[src/rtl/txdly_pkg.sv]
// Package txdly_pkg
// Shared constants and helpers for the split coarse/fine transmit delay.
// Assumes the coarse field is narrow enough for the clamp to work on a small vector.
package txdly_pkg;

    // Number of coarse steps, counting zero (coarse delay runs 0..COARSE_STEPS-1).
    localparam int unsigned COARSE_STEPS = 5;

    // Clamp a raw coarse code to the largest legal step count.
    function automatic logic [2:0] clamp_coarse(input logic [2:0] raw_code);
        logic [2:0] top_code;
        top_code = 3'(COARSE_STEPS - 1);
        return (raw_code > top_code) ? top_code : raw_code;
    endfunction

endpackage

[src/rtl/txdly_coarse.sv]
// Module txdly_coarse
// Coarse delay line that runs at twice the input rate. A register of NTAP
// packed I/Q entries shifts only on the strobe. The saturated step count
// is captured on the strobe and selects which entry is read.
// Assumes: the strobe is one clock wide; raw codes above NTAP-1 saturate.
module txdly_coarse #(
    parameter int unsigned PW   = 32,
    parameter int unsigned CW   = 3,
    parameter int unsigned NTAP = 5
) (
    input  logic          clk,
    input  logic          rst_n,
    input  logic          stb,
    input  logic [PW-1:0] din,
    input  logic [CW-1:0] sel_raw,
    output logic [PW-1:0] tap
);
    localparam logic [CW-1:0] SEL_MAX = CW'(NTAP - 1);

    logic [PW-1:0] line_q [NTAP];
    logic [CW-1:0] sel_q;
    logic [CW-1:0] sel_sat;

    // Saturate the raw code to the last tap.
    always_comb sel_sat = (sel_raw > SEL_MAX) ? SEL_MAX : sel_raw;

    // Latch the coarse setting on the strobe only.
    always_ff @(posedge clk) begin
        if (!rst_n)   sel_q <= '0;
        else if (stb) sel_q <= sel_sat;
    end

    // Shift the line on the strobe; entry 0 takes the new sample.
    always_ff @(posedge clk) begin
        if (!rst_n) begin
            for (int k = 0; k < NTAP; k++) line_q[k] <= '0;
        end else if (stb) begin
            line_q[0] <= din;
            for (int k = 1; k < NTAP; k++) line_q[k] <= line_q[k-1];
        end
    end

    // Read the selected entry.
    always_comb tap = line_q[sel_q];

    // codes above the last step become the last step
    a_r3_coarse_saturate: assert property (@(posedge clk) disable iff (!rst_n)
        (stb && sel_raw >= SEL_MAX) |=> (sel_q == SEL_MAX));

    // the line is frozen between strobes
    a_r4_coarse_frozen: assert property (@(posedge clk) disable iff (!rst_n)
        !stb |=> ($stable(line_q[0]) && $stable(line_q[NTAP-1])));

    // the setting only moves on a strobe
    a_r7_coarse_sel_hold: assert property (@(posedge clk) disable iff (!rst_n)
        !stb |=> $stable(sel_q));
endmodule

[src/rtl/txdly_hold_up.sv]
// Module txdly_hold_up
// Integer-factor sample-hold upsampler. One clock after each strobe it
// loads the coarse-stage output and then holds it until the next strobe.
// The strobe repeats every L clocks, so each value is shown for L clocks.
// Assumes: the strobe period is the upsampling factor.
module txdly_hold_up #(
    parameter int unsigned PW = 32
) (
    input  logic          clk,
    input  logic          rst_n,
    input  logic          stb,
    input  logic [PW-1:0] din,
    output logic [PW-1:0] dout
);
    logic stb_d;

    // Delay the strobe so the shifted coarse line is read after it settles.
    always_ff @(posedge clk) begin
        if (!rst_n) stb_d <= 1'b0;
        else        stb_d <= stb;
    end

    // Load a new held value once per strobe period.
    always_ff @(posedge clk) begin
        if (!rst_n)     dout <= '0;
        else if (stb_d) dout <= din;
    end

    // the held value repeats until the next load
    a_r4_hold_repeat: assert property (@(posedge clk) disable iff (!rst_n)
        !stb_d |=> $stable(dout));
endmodule

[src/rtl/txdly_fine.sv]
// Module txdly_fine
// Fine delay line at the converter clock. A register of DEPTH entries
// shifts every clock. The fine setting is captured on the strobe, and a
// registered read of the selected entry drives the outputs.
// Assumes: DEPTH equals 2**FW, so every code has a tap.
module txdly_fine #(
    parameter int unsigned PW    = 32,
    parameter int unsigned FW    = 5,
    parameter int unsigned DEPTH = 32
) (
    input  logic          clk,
    input  logic          rst_n,
    input  logic          stb,
    input  logic [FW-1:0] sel_raw,
    input  logic [PW-1:0] din,
    output logic [PW-1:0] dout
);
    logic [PW-1:0] line_q [DEPTH];
    logic [FW-1:0] sel_q;

    // Latch the fine setting on the strobe only.
    always_ff @(posedge clk) begin
        if (!rst_n)   sel_q <= '0;
        else if (stb) sel_q <= sel_raw;
    end

    // Shift the line every clock.
    always_ff @(posedge clk) begin
        if (!rst_n) begin
            for (int k = 0; k < DEPTH; k++) line_q[k] <= '0;
        end else begin
            line_q[0] <= din;
            for (int k = 1; k < DEPTH; k++) line_q[k] <= line_q[k-1];
        end
    end

    // Register the selected tap onto the output.
    always_ff @(posedge clk) begin
        if (!rst_n) dout <= '0;
        else        dout <= line_q[sel_q];
    end

    // every entry is one clock older than its neighbour
    a_r5_fine_step: assert property (@(posedge clk) disable iff (!rst_n)
        1'b1 |=> (line_q[1] == $past(line_q[0])));

    // the last entry is DEPTH-1 clocks behind the first
    a_r5_fine_end: assert property (@(posedge clk) disable iff (!rst_n)
        1'b1 |=> (line_q[DEPTH-1] == $past(line_q[DEPTH-2])));
endmodule

[src/rtl/tx_iq_delay_split.sv]
// Module tx_iq_delay_split
// Programmable two-stage delay for one complex transmit channel. I and Q
// are packed into one word so that both lanes share every register. The
// packed word goes through the coarse line (on the strobe), then the
// sample-hold upsampler, then the fine line (every clock).
// Assumes: hs_valid is high for one clock out of every L; one instance per channel.
module tx_iq_delay_split #(
    parameter int unsigned DW    = 16,
    parameter int unsigned L     = 2,
    parameter int unsigned CW    = 3,
    parameter int unsigned FW    = 5
) (
    input  logic          clk,
    input  logic          rst_n,
    input  logic          hs_valid,
    input  logic [DW-1:0] in_i,
    input  logic [DW-1:0] in_q,
    input  logic [CW-1:0] coarse_dly,
    input  logic [FW-1:0] fine_dly,
    output logic [DW-1:0] out_i,
    output logic [DW-1:0] out_q
);
    import txdly_pkg::*;

    localparam int unsigned PW     = 2 * DW;
    localparam int unsigned FDEPTH = 1 << FW;

    logic [PW-1:0] pk_in;
    logic [PW-1:0] coarse_tap;
    logic [PW-1:0] held;
    logic [PW-1:0] pk_out;

    // Pack the two lanes into one word.
    always_comb pk_in = {in_i, in_q};

    txdly_coarse #(.PW(PW), .CW(CW), .NTAP(COARSE_STEPS)) i_coarse (
        .clk(clk), .rst_n(rst_n), .stb(hs_valid),
        .din(pk_in), .sel_raw(coarse_dly), .tap(coarse_tap)
    );

    txdly_hold_up #(.PW(PW)) i_hold (
        .clk(clk), .rst_n(rst_n), .stb(hs_valid),
        .din(coarse_tap), .dout(held)
    );

    txdly_fine #(.PW(PW), .FW(FW), .DEPTH(FDEPTH)) i_fine (
        .clk(clk), .rst_n(rst_n), .stb(hs_valid),
        .sel_raw(fine_dly), .din(held), .dout(pk_out)
    );

    // Split the word back into its lanes.
    always_comb begin
        out_i = pk_out[PW-1:DW];
        out_q = pk_out[DW-1:0];
    end

    // a reset edge leaves both outputs at zero
    a_r1_reset_clear: assert property (@(posedge clk)
        !rst_n |=> (out_i == '0 && out_q == '0));

    // outputs never carry unknown values once out of reset
    a_r7_no_unknown: assert property (@(posedge clk) disable iff (!rst_n)
        1'b1 |=> !$isunknown({out_i, out_q}));
endmodule

[config.mk]
export PLATFORM = sky130hd
export DESIGN_NAME = tx_iq_delay_split
export DESIGN_NICKNAME = d
export VERILOG_FILES = /design/src/rtl/txdly_pkg.sv /design/src/rtl/txdly_coarse.sv /design/src/rtl/txdly_hold_up.sv /design/src/rtl/txdly_fine.sv /design/src/rtl/tx_iq_delay_split.sv
export SDC_FILE = /design/constraint.sdc
export NUM_CORES = 2
export LEC_CHECK = 0
export BUFFER_PORTS_ARGS = -buffer_cell sky130_fd_sc_hd__buf_2
export CORE_AREA = 8 8 274 276
export CTS_BUF_LIST = sky130_fd_sc_hd__clkbuf_4 sky130_fd_sc_hd__clkbuf_8
export DETAILED_ROUTE_END_ITERATION = 8
export DIE_AREA = 0 0 282 284
export PLACE_DENSITY = 0.76
export SYNTH_ARGS = -nofsm -noshare
export SYNTH_HDL_FRONTEND = slang
export SYNTH_SLANG_ARGS = --single-unit
[constraint.sdc]
create_clock -name clk -period 8.23 [get_ports clk]
set_clock_uncertainty 0.1 [all_clocks]
set_input_delay 0.4115 -clock clk [delete_from_list [all_inputs] [get_ports clk]]
set_output_delay 0.4115 -clock clk [all_outputs]
set_load 0.01 [all_outputs]
==> reports/results.txt <==
CTS sink count: 1257
Core Area: 70800 um2
LEAKAGE: 20.1 nW
Max Cap Violations: 0
critical path peak fanout: 54
Die Wd: 282 um
largest net degree at the start of global routing: 319
kind of end point of the critical path: flop
met2 wire length: 40200 um
residual DRC count: 0
Die ar.: 80100 um2
Post-DP HPWL: 48700 um
Ports: 75
Hold Crit Class: primary input to flop
Met3 Routed Length: 4010 um
Tmin final: 3.31 ns
outcome: finished, final reports clean
dpl ws: 4.84 ns
Final WS setup: 4.92 ns
multi-input logic area: 16700 um2
Yosys top cell by area: dfxtp_1
Bufs on Longest Clock Path: 3
sequential area share after synthesis: 0.599
clock latency on the worst-skew pair: 0.80 ns
Yosys cell types: 32
Net Count, Synth: 3437
share of layout cells above drive strength 1: 0.213
DRT Pass-1 Iters: 5
clock tree from TritonCTS: done
first-pass GRT wire length: 140000 um
drt total wl: 86200 um
Avg Cell Area, Syn: 13.2 um2
H-tree lvl count: 4
startpoint types: flop
drt via density: 5.55
initial core utilization: 0.632
type of the worst setup path: flop to flop
Clk pin slew, worst setup/hold paths: 0.06 ns
most common cell in the netlist: dfxtp_1
RSZ-0062 raised after global routing: false
async set-reset flop share out of synthesis: 0
Root Buffer: clkbuf_8
worst-path cell chain: buf_4, nor2_2, buf_4, a221oi_1, o21ai_1, a31oi_1
Routed Antenna Nets: 0
Period Utilization, post-route: 0.403
Initial DRC Count: 1858
Worst slew margin: 0.237
prevailing post-synth register cell: dfxtp_1
Least-Margin Pin Slew: 1.14 ns
GRT overflow: 0
final hold vios: 0
setup violators final: 0
Crit path top cell by count: buf_4
Design Power: 0.0121 W
Ys Warns: 0
maximum VDD drop: 0.000181 V
fill count: 4811
Total Nets Final: 3497
via count: 25300
max incr delay on CP: 0.88 ns
WL met1: 40200 um
row count: 98
initial antenna violation count: 6
Worst Path Required: 8.83 ns
vias in the first global route: 26300
Max stage delay cell, worst path: buf_4
highest routed layer: met5
Synth Instances: 3394
gp weighted congestion: 0.743
die height: 284 um
I/O Buffers: 74
Avg WL per Cell: 18.9 um
Register Area: 26800 um2
Synth area leaders: dfxtp_1, and2_1, mux4_2, edfxtp_1, mux2i_1
Overall Global Routing Usage: 0.216
FF+latch count, synth: 1257
Final TNS setup: 0 ns
Worst EP arrival: 3.92 ns
power per cell area: 244 nW/um2
mapped cell area: 44700 um2
top cell type's share of synthesized area: 0.491
area grow syn2layout: 11.3%
Synth top cells by count: dfxtp_1, and2_1, mux4_2, clkbuf_1
Max Fclk: 302 MHz
CTS buffer count: 190
fin. max-slew vios: 0
Post-synth EDFFs: 160
placed cells by master (no fill, tap or decap), drive strengths merged, types with 3 or more instances in the layout:
cell type and count:
o21ai 23, and2 1028, edfxtp 160, a221oi 23
a22oi 32, o2111ai 9, o211a 32, bufinv 3
dfxtp 1097, nand2 52, nor2 3, buf 100
dlygate4sd3 41, o221ai 32, a31oi 32, mux4 256
clkinv 24, mux2i 102, clkinvlp 5, inv 8
mux2 64, and3 160, nor2b 8, clkbuf 302
where the power goes:
group / switching (W) / total, W / internal (W) / leakage [nW]
registers: 0.0000757 / 0.00638 / 0.00631 / 10.6
logic: 0.000292 / 0.000490 / 0.000197 / 7.37
clock network: 0.00229 / 0.00525 / 0.00295 / 2.14
worst paths after layout:
path	startpoint	end	slack, ns	cells after the start
min	hs_valid	i_fine.sel_q[0]	0.13	3
max reg2reg	i_fine.sel_q[1]	i_fine.dout[31]	4.92	6
max	i_fine.sel_q[1]	i_fine.dout[31]	4.92	6
min reg2reg	i_fine.line_q[7][24]	i_fine.line_q[8][24]	0.33	1
layout make-up:
| class | count | area share |
|---|---|---|
| diodes | 2 | 0.000101 |
| clock buffers | 302 | 0.0747 |
| clock inverters | 37 | 0.00604 |
| inverters | 3 | 0.000226 |
| multi-input cells | 1861 | 0.336 |
| flip-flops and latches | 1257 | 0.539 |
| well taps | 950 | 0.0239 |
| repair buffers | 141 | 0.0209 |
layer usage:
metal	global-route usage	vias to the layer above
li1	-	11900
met1	0.305	12600
met2	0.334	533
met3	0.0457	160
met4	0.0666	2
met5	0	-
critical path, delay by kind of cell, from the launching register on:
family                 cells  cell delay (ns)
AOI/OAI and AO/OA          3             0.67
buffers and inverters      2             1.27
DFF                        1             0.79
and+or+nand+nor            1             0.33
state kept, by name, summed over array words and instances (netlist names):
| register | flops |
|---|---|
| i_coarse.sel_q | 3 |
| i_fine.sel_q | 5 |
| i_hold.stb_d | 1 |
| i_coarse.line_q | 160 |
| i_fine.line_q | 1024 |
| i_fine.dout | 32 |
| i_hold.dout | 32 |
metrics by stage:
stage / cell area [um2] / util / instances / hold WS (ns)
3_5_place_dp: 45300 / 0.640 / 4171 / 0.335
2_1_floorplan: 44700 / - / 3394 / 0.324
4_1_cts: 49700 / 0.703 / 4551 / 0.0381
3_3_place_gp: 45300 / 0.640 / 4171 / 0.327
5_1_grt: 49700 / 0.703 / 4552 / 0.0968
6_report: 49700 / 0.703 / 4553 / 0.125
cells by family (layout without fill, tap and decap cells):
logic type,count (synthesis),in the layout,synth area share
flip-flops,1257,1257,0.599
buffers and inverters,276,483,0.0278
other,0,2,0
multiplexers,422,422,0.168
AND/OR/NAND/NOR,1254,1254,0.173
AO/OA/AOI/OAI,185,185,0.0326
timing repair:
| item | 4_1_cts | 5_1_grt |
|---|---|---|
| endpoints found under the hold margin | 145 | 0 |
| setup buffers | 0 | 0 |
| resized for setup | 0 | 0 |
| hold buffers | 41 | 0 |
Note: power is estimated with default switching activity, not from simulation.
